`config.mk`:
```
export PLATFORM = sky130hd
export DESIGN_NAME = dac_trim_core
export DESIGN_NICKNAME = d
export VERILOG_FILES = /design/src/rtl/dac_trim_pkg.sv /design/src/rtl/dac_trim_ctrl.sv /design/src/rtl/dac_trim_path.sv /design/src/rtl/dac_trim_core.sv
export SDC_FILE = /design/constraint.sdc
export NUM_CORES = 1
export LEC_CHECK = 0
export BUFFER_PORTS_ARGS = -buffer_cell sky130_fd_sc_hd__buf_2
export CAP_MARGIN = 30
export CORE_ASPECT_RATIO = 1.2
export CORE_UTILIZATION = 34
export DETAILED_ROUTE_END_ITERATION = 12
export PLACE_DENSITY = 0.6
export SYNTH_ARGS = -nofsm -noshare
export SYNTH_HDL_FRONTEND = slang
export SYNTH_SLANG_ARGS = --single-unit
```
`constraint.sdc`:
```
create_clock -name clk -period 9.3 [get_ports clk]
set_input_delay 2.79 -clock clk [delete_from_list [all_inputs] [get_ports clk]]
set_output_delay 2.79 -clock clk [all_outputs]
set_load 0.02 [all_outputs]
```
`src/rtl/dac_trim_pkg.sv`:
```
package dac_trim_pkg;
  parameter int TRIM_CH         = 8;
  parameter int TRIM_CODE_W     = 16;
  parameter int TRIM_GRP_W      = 14;
  parameter int TRIM_CH_PER_GRP = 4;

  localparam int TRIM_NUM_GRP  = TRIM_CH / TRIM_CH_PER_GRP;
  localparam int CH_W          = $clog2(TRIM_CH);
  localparam int WR_IDX_W      = CH_W + 1;
  localparam int GRP_SHIFT     = $clog2(TRIM_CH_PER_GRP);
  localparam int GRP_IDX_W     = (TRIM_NUM_GRP > 1) ? $clog2(TRIM_NUM_GRP) : 1;
  localparam int SUM_W         = TRIM_CODE_W + 3;
  localparam int MUL_W         = 2 * TRIM_CODE_W;

  localparam logic [TRIM_CODE_W-1:0] GAIN_UNITY = '1;
  localparam logic [TRIM_CODE_W-1:0] OFFS_MID   = TRIM_CODE_W'(1) << (TRIM_CODE_W - 1);
  localparam logic [TRIM_GRP_W-1:0]  GRP_MID    = TRIM_GRP_W'(1) << (TRIM_GRP_W - 1);

  typedef enum logic [1:0] {
    SEL_GAIN  = 2'd0,
    SEL_OFFS  = 2'd1,
    SEL_GROUP = 2'd2,
    SEL_RSVD  = 2'd3
  } trimSel_e;

  typedef struct packed {
    logic                   wrGain;
    logic                   wrOffs;
    logic                   wrGroup;
    logic [CH_W-1:0]        idx;
    logic [TRIM_CODE_W-1:0] data;
  } trimStrobe_t;
endpackage

```
`src/rtl/dac_trim_ctrl.sv`:
```
module dac_trim_ctrl
  import dac_trim_pkg::*;
(
  input  logic                   wrEn,
  input  logic [1:0]             wrSel,
  input  logic [WR_IDX_W-1:0]    wrChan,
  input  logic [TRIM_CODE_W-1:0] wrData,
  output trimStrobe_t            strb
);
  trimSel_e selDec;
  logic     chanOk;
  logic     grpOk;

  always_comb begin
    selDec = trimSel_e'(wrSel);
    chanOk = (int'(wrChan) < TRIM_CH);
    grpOk  = (int'(wrChan) < TRIM_NUM_GRP);

    strb.wrGain  = wrEn && (selDec == SEL_GAIN)  && chanOk;
    strb.wrOffs  = wrEn && (selDec == SEL_OFFS)  && chanOk;
    strb.wrGroup = wrEn && (selDec == SEL_GROUP) && grpOk;
    strb.idx     = wrChan[CH_W-1:0];
    strb.data    = wrData;
  end
endmodule

```
`src/rtl/dac_trim_path.sv`:
```
module dac_trim_path
  import dac_trim_pkg::*;
(
  input  logic                   clk,
  input  logic                   rstN,
  input  trimStrobe_t            strb,
  input  logic                   inValid,
  input  logic [CH_W-1:0]        inChan,
  input  logic [TRIM_CODE_W-1:0] inCode,
  output logic                   outValid,
  output logic [CH_W-1:0]        outChan,
  output logic [TRIM_CODE_W-1:0] outCode,
  output logic [TRIM_GRP_W-1:0]  outGroupOfs
);
  logic [TRIM_CODE_W-1:0] gainReg [TRIM_CH];
  logic [TRIM_CODE_W-1:0] offsReg [TRIM_CH];
  logic [TRIM_GRP_W-1:0]  grpReg  [TRIM_NUM_GRP];

  // trim register file
  always_ff @(posedge clk or negedge rstN) begin
    if (!rstN) begin
      for (int i = 0; i < TRIM_CH; i++) begin
        gainReg[i] <= GAIN_UNITY;
        offsReg[i] <= OFFS_MID;
      end
      for (int g = 0; g < TRIM_NUM_GRP; g++) grpReg[g] <= GRP_MID;
    end else begin
      if (strb.wrGain)  gainReg[strb.idx] <= strb.data;
      if (strb.wrOffs)  offsReg[strb.idx] <= strb.data;
      if (strb.wrGroup) grpReg[strb.idx[GRP_IDX_W-1:0]] <= strb.data[TRIM_GRP_W-1:0];
    end
  end

  // stage 1: scale
  logic [TRIM_CODE_W-1:0] gainSel;
  logic [TRIM_CODE_W:0]   gainPlus;
  logic [MUL_W-1:0]       mulFull;
  logic [TRIM_CODE_W-1:0] prodNext;
  logic [GRP_IDX_W-1:0]   grpIdx;

  always_comb begin
    gainSel  = gainReg[inChan];
    gainPlus = {1'b0, gainSel} + 1'b1;
    mulFull  = MUL_W'(inCode) * MUL_W'(gainPlus);
    prodNext = TRIM_CODE_W'(mulFull >> TRIM_CODE_W);
    grpIdx   = GRP_IDX_W'(inChan >> GRP_SHIFT);
  end

  logic                   v1;
  logic [CH_W-1:0]        ch1;
  logic [TRIM_CODE_W-1:0] prod1;
  logic [TRIM_CODE_W-1:0] c1;
  logic [TRIM_GRP_W-1:0]  g1;

  always_ff @(posedge clk or negedge rstN) begin
    if (!rstN) begin
      v1    <= 1'b0;
      ch1   <= '0;
      prod1 <= '0;
      c1    <= OFFS_MID;
      g1    <= GRP_MID;
    end else begin
      v1 <= inValid;
      if (inValid) begin
        ch1   <= inChan;
        prod1 <= prodNext;
        c1    <= offsReg[inChan];
        g1    <= grpReg[grpIdx];
      end
    end
  end

  // stage 2: offset and clamp
  logic signed [SUM_W-1:0] sumFull;
  logic [TRIM_CODE_W-1:0]  clampVal;
  localparam logic signed [SUM_W-1:0] CODE_MAX = SUM_W'({TRIM_CODE_W{1'b1}});

  always_comb begin
    sumFull = $signed(SUM_W'(prod1)) + $signed(SUM_W'(c1)) - $signed(SUM_W'(OFFS_MID));
    if (sumFull < 0)             clampVal = '0;
    else if (sumFull > CODE_MAX) clampVal = '1;
    else                         clampVal = sumFull[TRIM_CODE_W-1:0];
  end

  always_ff @(posedge clk or negedge rstN) begin
    if (!rstN) begin
      outValid    <= 1'b0;
      outChan     <= '0;
      outCode     <= '0;
      outGroupOfs <= GRP_MID;
    end else begin
      outValid <= v1;
      if (v1) begin
        outChan     <= ch1;
        outCode     <= clampVal;
        outGroupOfs <= g1;
      end
    end
  end

  AST_LATENCY: assert property (@(posedge clk) disable iff (!rstN)
    outValid |-> $past(inValid, 2));

  AST_CHAN_CARRY: assert property (@(posedge clk) disable iff (!rstN)
    outValid |-> outChan == $past(inChan, 2));

  AST_NO_WRAP: assert property (@(posedge clk) disable iff (!rstN)
    outValid && $past(c1 >= OFFS_MID) |-> outCode >= $past(prod1));

  AST_LOW_CLAMP: assert property (@(posedge clk) disable iff (!rstN)
    outValid && $past(({1'b0, prod1} + {1'b0, c1}) < {1'b0, OFFS_MID}) |-> outCode == '0);

  for (genvar i = 0; i < TRIM_CH; i++) begin : g_hold
    AST_GAIN_HOLD: assert property (@(posedge clk) disable iff (!rstN)
      !(strb.wrGain && strb.idx == CH_W'(i)) |=> $stable(gainReg[i]));
    AST_OFFS_HOLD: assert property (@(posedge clk) disable iff (!rstN)
      !(strb.wrOffs && strb.idx == CH_W'(i)) |=> $stable(offsReg[i]));
  end
endmodule

```
`src/rtl/dac_trim_core.sv`:
```
module dac_trim_core
  import dac_trim_pkg::*;
(
  input  logic                   clk,
  input  logic                   rstN,
  input  logic                   wrEn,
  input  logic [1:0]             wrSel,
  input  logic [WR_IDX_W-1:0]    wrChan,
  input  logic [TRIM_CODE_W-1:0] wrData,
  input  logic                   inValid,
  input  logic [CH_W-1:0]        inChan,
  input  logic [TRIM_CODE_W-1:0] inCode,
  output logic                   outValid,
  output logic [CH_W-1:0]        outChan,
  output logic [TRIM_CODE_W-1:0] outCode,
  output logic [TRIM_GRP_W-1:0]  outGroupOfs
);
  trimStrobe_t strb;

  dac_trim_ctrl u_ctrl (
    .wrEn   (wrEn),
    .wrSel  (wrSel),
    .wrChan (wrChan),
    .wrData (wrData),
    .strb   (strb)
  );

  dac_trim_path u_path (
    .clk         (clk),
    .rstN        (rstN),
    .strb        (strb),
    .inValid     (inValid),
    .inChan      (inChan),
    .inCode      (inCode),
    .outValid    (outValid),
    .outChan     (outChan),
    .outCode     (outCode),
    .outGroupOfs (outGroupOfs)
  );
endmodule

```
==> results.md, run 1 <==
- Fillers: 7122
- Distinct cell type count after synthesis: 64
- WHS Path Cells: 2
- Reg2Reg Capture Point: u_path.prod1[15]$_DFFE_PN0P_
- Footprint of the multi-input gates: 15630 µm²
- Pre-antenna DRT Iters: 5
- Largest cells by area after synthesis: dfrtp_1 (22%), fa_1 (16%), dfstp_2 (14%)
- Post-Synthesis Cells: 2155
- Total track usage: 0.1672
- Area after detailed placement: 28730 µm²
- DRC viols: 0
- Nets: 2767
- Count of buffers from port buffering: 78
- # hold bufs at CTS: 0
- Design Power: 10.34 mW
- Post-synthesis register bit count: 368
- Largest net degree at the start of global routing: 189
- Reg2Reg Depth: 29
- Starting Density: 0.3427
- Routed wire length: 62.86 mm
- CTS root buffer: clkbuf_16
- H-Tree Level Count: 2
- Num CTS Buffers: 37
- Grt ovf: 0
- Post-synth EDFFs: 0
- Async SR Flop Fraction: 1.000
- Critical Path Fanout Max: 8
- Post-synth top area share: 0.2214
- Arrival time at the worst endpoint: 9830 ps
- GRT busiest layer: met2
- Crit path from: inChan[0]
- Vias in the first global route: 18380
- Worst setup endpoint: u_path.prod1[15]$_DFFE_PN0P_
- Area of the core: 74870 µm²
- CTS tree: built
- Leakage: 14.41 nW
- Gate power share: 0.654
- Fin. Hold Viols: 0
- GPL Wtd Cong: 0.8575
- Failing checks: negative setup slack
- Clock transition at path regs: 60 ps
- Power per cell area: 333.5 nW/µm²
- Post-route ant nets: 0
- Setup CP Type: input port to flop
- Setup Skew: 15.25 ps
- DR iter-0 viols: 745
- Clock Latency Late Sink: 540 ps
- First-pass GRT wire length: 100.9 mm
- Worst setup margin: -107.1 ps
- Synthesized area per cell: 11.91 µm²
- Post-synthesis net count: 2537
- CP required: 9730 ps
- Cell repeated most along the worst path: fa_1
- Peak supply drop: 0.0004482 V
- FMAX: 106.3 MHz
- Period utilization: 1.012
- Die H: 302.9 µm
- Clock Power Share: 0.148
- Startpoint types: input port
- Endpoints failing setup: 5
- Mapped Area: 25660 µm²
- RSZ-0062 raised after global routing: true
- Post-synth top cells: mux2_2 (320), inv_1 (277), dfrtp_1 (227), fa_1 (207), nand2_1 (194)
- Psw: 4.180 mW
- Met1 Resource Use GR: 0.2062
- Max Cap Viol: 0
- Min-delay worst type: flop to flop
- Worst slew margin: 0.2755
- CTS sink cnt: 368
- Detailed Place HPWL: 46.70 mm
- # IOs: 79
- Most common cell in the netlist: mux2_2
- Avg Vias per Cell: 4.917
- Prevailing post-synth register cell: dfrtp_1
- CP max stage delay: 540 ps
- Met3 usage: 0.01784
- Avg WL per Cell: 18.38 µm
- Met2 usage: 0.3030
- Die Area: 76580 µm²
- Cells after DPL: 3311
- Status: finished with violations
- Area leader, netlist: dfrtp_1
- Die width: 252.8 µm
- Setup crit end kind: flop
- Register-to-Register Setup Slack: 1980 ps
- Sequential cell area: 9385 µm²
- Setup TNS: -176.8 ps
- Row count: 110
- Tightest Pin Transition: 1087 ps
- P&R area growth vs syn: 20.84%
- Sw frac: 0.4042
- CTS max path bufs: 3
- CP max stage cell: fa_1
- Initial antenna violation count: 4
- Reg power frac: 0.199
- Final cell count without fillers: 3420
- Vias: 16820
- Final instance area: 31010 µm²
- Final max-slew violation count: 0
- Fraction of layout cells with a size suffix above 1: 0.4264
- Post-synthesis sequential area ratio: 0.3658
- Crit path time final: 9407 ps
- Int Power: 6.161 mW
- Yosys warns: 0
- Reg-to-reg critical path startpoint: u_path.gainReg[96]$_DFFE_PN1P_
[worst min-delay path by stage]
stage	start	to	slack (ps)
after floorplan	u_path.v1$_DFF_PN0_	u_path.outValid$_DFF_PN0_	350
after global placement	u_path.offsReg[5]$_DFFE_PN0P_	u_path.offsReg[5]$_DFFE_PN0P_	480
after detailed placement	u_path.g1[13]$_DFFE_PN1P_	u_path.g1[13]$_DFFE_PN1P_	480
after CTS	u_path.g1[13]$_DFFE_PN1P_	u_path.g1[13]$_DFFE_PN1P_	490
after global routing	u_path.offsReg[22]$_DFFE_PN0P_	u_path.offsReg[22]$_DFFE_PN0P_	510
final	u_path.g1[13]$_DFFE_PN1P_	u_path.g1[13]$_DFFE_PN1P_	490
[per-layer routing]
layer  routed length (µm)  vias to the layer above
met5                   38                        -
met4                 1890                        6
met3                 1890                      107
met2                33170                      314
met1                25870                     8777
li1                     -                     7613
[through the flow]
stage	util	setup WS, ps	hold slack [ps]
6_report	0.4141	-107.1	492.2
5_1_grt	0.4141	-323.1	512.2
4_1_cts	0.4076	-120.7	494.3
3_5_place_dp	0.3837	-968.3	482.6
3_3_place_gp	0.3818	-820.6	481.7
2_1_floorplan	-	-232.3	351.9
[sequential cells by signal, summed over array words and instances, names as in the netlist]
name	count
u_path.gainReg	128
u_path.outCode	16
u_path.grpReg	28
u_path.outChan	3
u_path.outValid	1
u_path.ch1	3
u_path.prod1	16
u_path.offsReg	128
u_path.outGroupOfs	14
u_path.g1	14
u_path.v1	1
u_path.c1	16
[logic make-up (layout without fill, tap and decap cells)]
kind of cell / count (synthesis) / in the layout / synth area share
buffers and inverters: 386 / 642 / 0.05807
multiplexers: 424 / 424 / 0.2118
adder cells (fa/ha/maj): 337 / 337 / 0.2249
XOR/XNOR: 41 / 41 / 0.01482
AND/OR/NAND/NOR: 448 / 448 / 0.08465
other: 0 / 1 / 0
flip-flops: 368 / 368 / 0.3658
AO/OA/AOI/OAI: 151 / 151 / 0.03998
[placed cells by master, fill, tap and decap left out, types with 62 or more instances in the layout]
cell,n
mux2_2,315
nand2_1,182
fa_1,198
inv_1,265
and2_1,110
buf_4,179
dfstp_2,141
buf_2,75
mux4_2,62
ha_1,111
dfrtp_1,227
[timing repair]
item | in CTS | in global routing
gates cloned | 1 | 0
pin swaps | 53 | 62
setup endpoints to repair | 15 | 16
endpoints found under the hold margin | 0 | 0
buffers inserted | 30 | 14
resized for setup | 66 | 88
[worst max-delay path, delay by kind of cell]
kind	cells	cell delay, ps
AO/OA/AOI/OAI	7	1310
XOR/XNOR	2	390
adder cells (fa/ha/maj)	8	3310
buffers and inverters	8	820
multiplexers	1	270
AND/OR/NAND/NOR	5	940
[area by class of cell]
class,count,share of cell area
inverters,278,0.03374
well taps,1008,0.04068
flip-flops and latches,368,0.3027
repair buffers,299,0.07869
clock buffers,58,0.03567
diodes,1,0.00008071
multi-input cells,1401,0.5039
clock inverters,7,0.004520
[power by group through the flow]
stage	clock network (mW)	logic, mW	registers (mW)
after detailed placement	0	5.68	2.08
final	1.53	6.76	2.05
after CTS	1.56	6.17	2.05
after global routing	1.63	7.44	2.08
after global placement	0	5.61	2.06
after floorplan	0	3.57	2.07
(Power assumes the default switching activity.)
==> inputs of run 2 (changes only) <==
BUFFER_PORTS_ARGS = unset   (was -buffer_cell sky130_fd_sc_hd__buf_2)
DONT_BUFFER_PORTS = 1   (was unset)
PLACE_DENSITY = 0.59   (was 0.6)
==> results.md, run 2 (same netlist as run 1, synthesis figures left out) <==
- Int Power: 5.566 mW (was 6.161 mW)
- Setup crit end kind: flop (unchanged)
- Total track usage: 0.1637 (was 0.1672)
- Psw: 3.546 mW (was 4.180 mW)
- Area of the core: 74870 µm² (unchanged)
- DR iter-0 viols: 744 (was 745)
- Final instance area: 29520 µm² (was 31010 µm²)
- Die H: 302.9 µm (unchanged)
- Detailed Place HPWL: 44.88 mm (was 46.70 mm)
- Max Cap Viol: 0 (unchanged)
- CTS max path bufs: 3 (unchanged)
- Sw frac: 0.3892 (was 0.4042)
- Status: finished, final reports clean (was finished with violations)
- Tightest Pin Transition: 1128 ps (was 1087 ps)
- Crit path time final: 9251 ps (was 9407 ps)
- Buffer and inverter count on the worst path: 6 (was 8)
- Largest registers: u_path.gainReg (128), u_path.offsReg (128), u_path.grpReg (28) (unchanged)
- Num CTS Buffers: 39 (was 37)
- Worst slew margin: 0.2483 (was 0.2755)
- Avg Vias per Cell: 4.962 (was 4.917)
- Area after detailed placement: 27980 µm² (was 28730 µm²)
- CP max stage delay: 540 ps (about the same)
- Clock Power Share: 0.168 (was 0.148)
- CP max stage cell: fa_1 (unchanged)
- Final core utilization: 0.3943 (was 0.4141)
- Largest net degree at the start of global routing: 369 (was 189)
- Cells after DPL: 3199 (was 3311)
- Startpoint types: input port (unchanged)
- H-Tree Level Count: 2 (unchanged)
- CTS sink cnt: 368 (unchanged)
- Pre-antenna DRT Iters: 5 (unchanged)
- CP required: 9710 ps (was 9730 ps)
- Fin. Hold Viols: 0 (unchanged)
- Post-route ant nets: 0 (unchanged)
- FMAX: 108.1 MHz (was 106.3 MHz)
- Clock Latency Late Sink: 530 ps (was 540 ps)
- Die Area: 76580 µm² (unchanged)
- Clock transition at path regs: 60 ps (about the same)
- Final cell count without fillers: 3279 (was 3420)
- DRC viols: 0 (unchanged)
- Gate power share: 0.600 (was 0.654)
- Vias in the first global route: 18060 (was 18380)
- Worst setup margin: 48.71 ps (was -107.1 ps)
- Final max-slew violation count: 0 (unchanged)
- Count of buffers from port buffering: 0 (was 78)
- Power per cell area: 308.6 nW/µm² (was 333.5 nW/µm²)
- Setup Skew: 20.64 ps (was 15.25 ps)
- Grt ovf: 0 (unchanged)
- Die width: 252.8 µm (unchanged)
- Endpoints failing setup: 0 (was 5)
- Min-delay worst type: flop to flop (unchanged)
- Most common cell after layout, fill and taps aside: mux2_2 (unchanged)
- Most frequent cells in the layout: mux2_2 (318), inv_1 (274), dfrtp_1 (227), fa_1 (203), nand2_1 (188) (was mux2_2 (315), inv_1 (265), dfrtp_1 (227), fa_1 (198), nand2_1 (182))
- Leakage: 13.59 nW (was 14.41 nW)
- Antenna cell count: 0 (was 1)
- First-pass GRT wire length: 99.12 mm (was 100.9 mm)
- Starting Density: 0.3427 (unchanged)
- Fraction of layout cells with a size suffix above 1: 0.3602 (was 0.4264)
- Period utilization: 0.9948 (was 1.012)
- Post-place setup slack: -801.6 ps (was -968.3 ps)
- Peak supply drop: 0.0004635 V (was 0.0004482 V)
- Setup CP Type: input port to flop (unchanged)
- Avg WL per Cell: 18.53 µm (was 18.38 µm)
- Design Power: 9.112 mW (was 10.34 mW)
- Nets: 2624 (was 2767)
- Initial antenna violation count: 0 (was 4)
- Cell repeated most along the worst path: fa_1 (unchanged)
- RSZ-0062 raised after global routing: true (unchanged)
- CTS tree: built (unchanged)
- GPL Wtd Cong: 0.8510 (was 0.8575)
- Row count: 110 (unchanged)
- CTS root buffer: clkbuf_16 (unchanged)
- # hold bufs at CTS: 0 (unchanged)
- P&R area growth vs syn: 15.05% (was 20.84%)
- Critical Path Fanout Max: 64 (was 8)
- # IOs: 79 (unchanged)
- CP delay by family, top: adder cells (unchanged)
- Routed wire length: 60.75 mm (was 62.86 mm)
- Arrival time at the worst endpoint: 9660 ps (was 9830 ps)
- Vias: 16270 (was 16820)
- Reg power frac: 0.232 (was 0.199)
## run 2: worst paths after layout
| kind | from | end | slack, ps | cells past startpoint |
|---|---|---|---|---|
| max | inChan[2] | u_path.prod1[8]$_DFFE_PN0P_ | 50 | 29 |
| min | u_path.offsReg[70]$_DFFE_PN0P_ | u_path.offsReg[70]$_DFFE_PN0P_ | 500 | 1 |
| max reg2reg | u_path.gainReg[96]$_DFFE_PN1P_ | u_path.prod1[8]$_DFFE_PN0P_ | 1900 | 29 |
| min reg2reg | u_path.offsReg[70]$_DFFE_PN0P_ | u_path.offsReg[70]$_DFFE_PN0P_ | 500 | 1 |
| max in group asynchronous | rstN | u_path.outGroupOfs[2]$_DFFE_PN0P_ | 6410 | 0 |
| min in group asynchronous | rstN | u_path.offsReg[45]$_DFFE_PN0P_ | 2140 | 0 |
## run 2: repair_timing
item | 4_1_cts | 5_1_grt
hold endpoints to repair | 0 | 0
endpoints found under the setup margin | 13 | 15
cloned | 0 | 1
buffers inserted | 2 | 7
pin swaps | 1 | 11
gates resized for setup | 8 | 28
## run 2: power by group through the flow
stage	logic (mW)	registers (mW)	clock network [mW]
finish	5.47	2.11	1.53
global route	6.17	2.14	1.64
CTS	5.47	2.12	1.57
detailed placement	5.39	2.14	0
global placement	5.33	2.12	0
floorplan	3.57	2.07	0
## run 2: cell type report
cell class                 count  area (µm²)
timing repair buffer         154        1306
inverter                     278        1046
fill                        7222       45350
tap                         1008        1261
sequential                   368        9385
multi-input combinational   1401       15250
clock buffer                  61        1169
clock inverter                 9       105.1
## run 2: routing by layer
metal | global-route usage | vias up | share of wire
met1 | 0.2018 | 8630 | 0.42
met4 | 0.03925 | 0 | 0.019
met3 | 0.02265 | 66 | 0.037
met2 | 0.3002 | 240 | 0.53
met5 | 0 | - | 0
li1 | - | 7336 | -
## run 2: through the flow
| stage | setup TNS, ps | hold slack (ps) |
|---|---|---|
| floorplan | -1359 | 351.9 |
| global placement | -8787 | 481.6 |
| detailed placement | -9698 | 487.9 |
| CTS | 0 | 501.0 |
| global route | -1715 | 503.6 |
| finish | 0 | 500.7 |
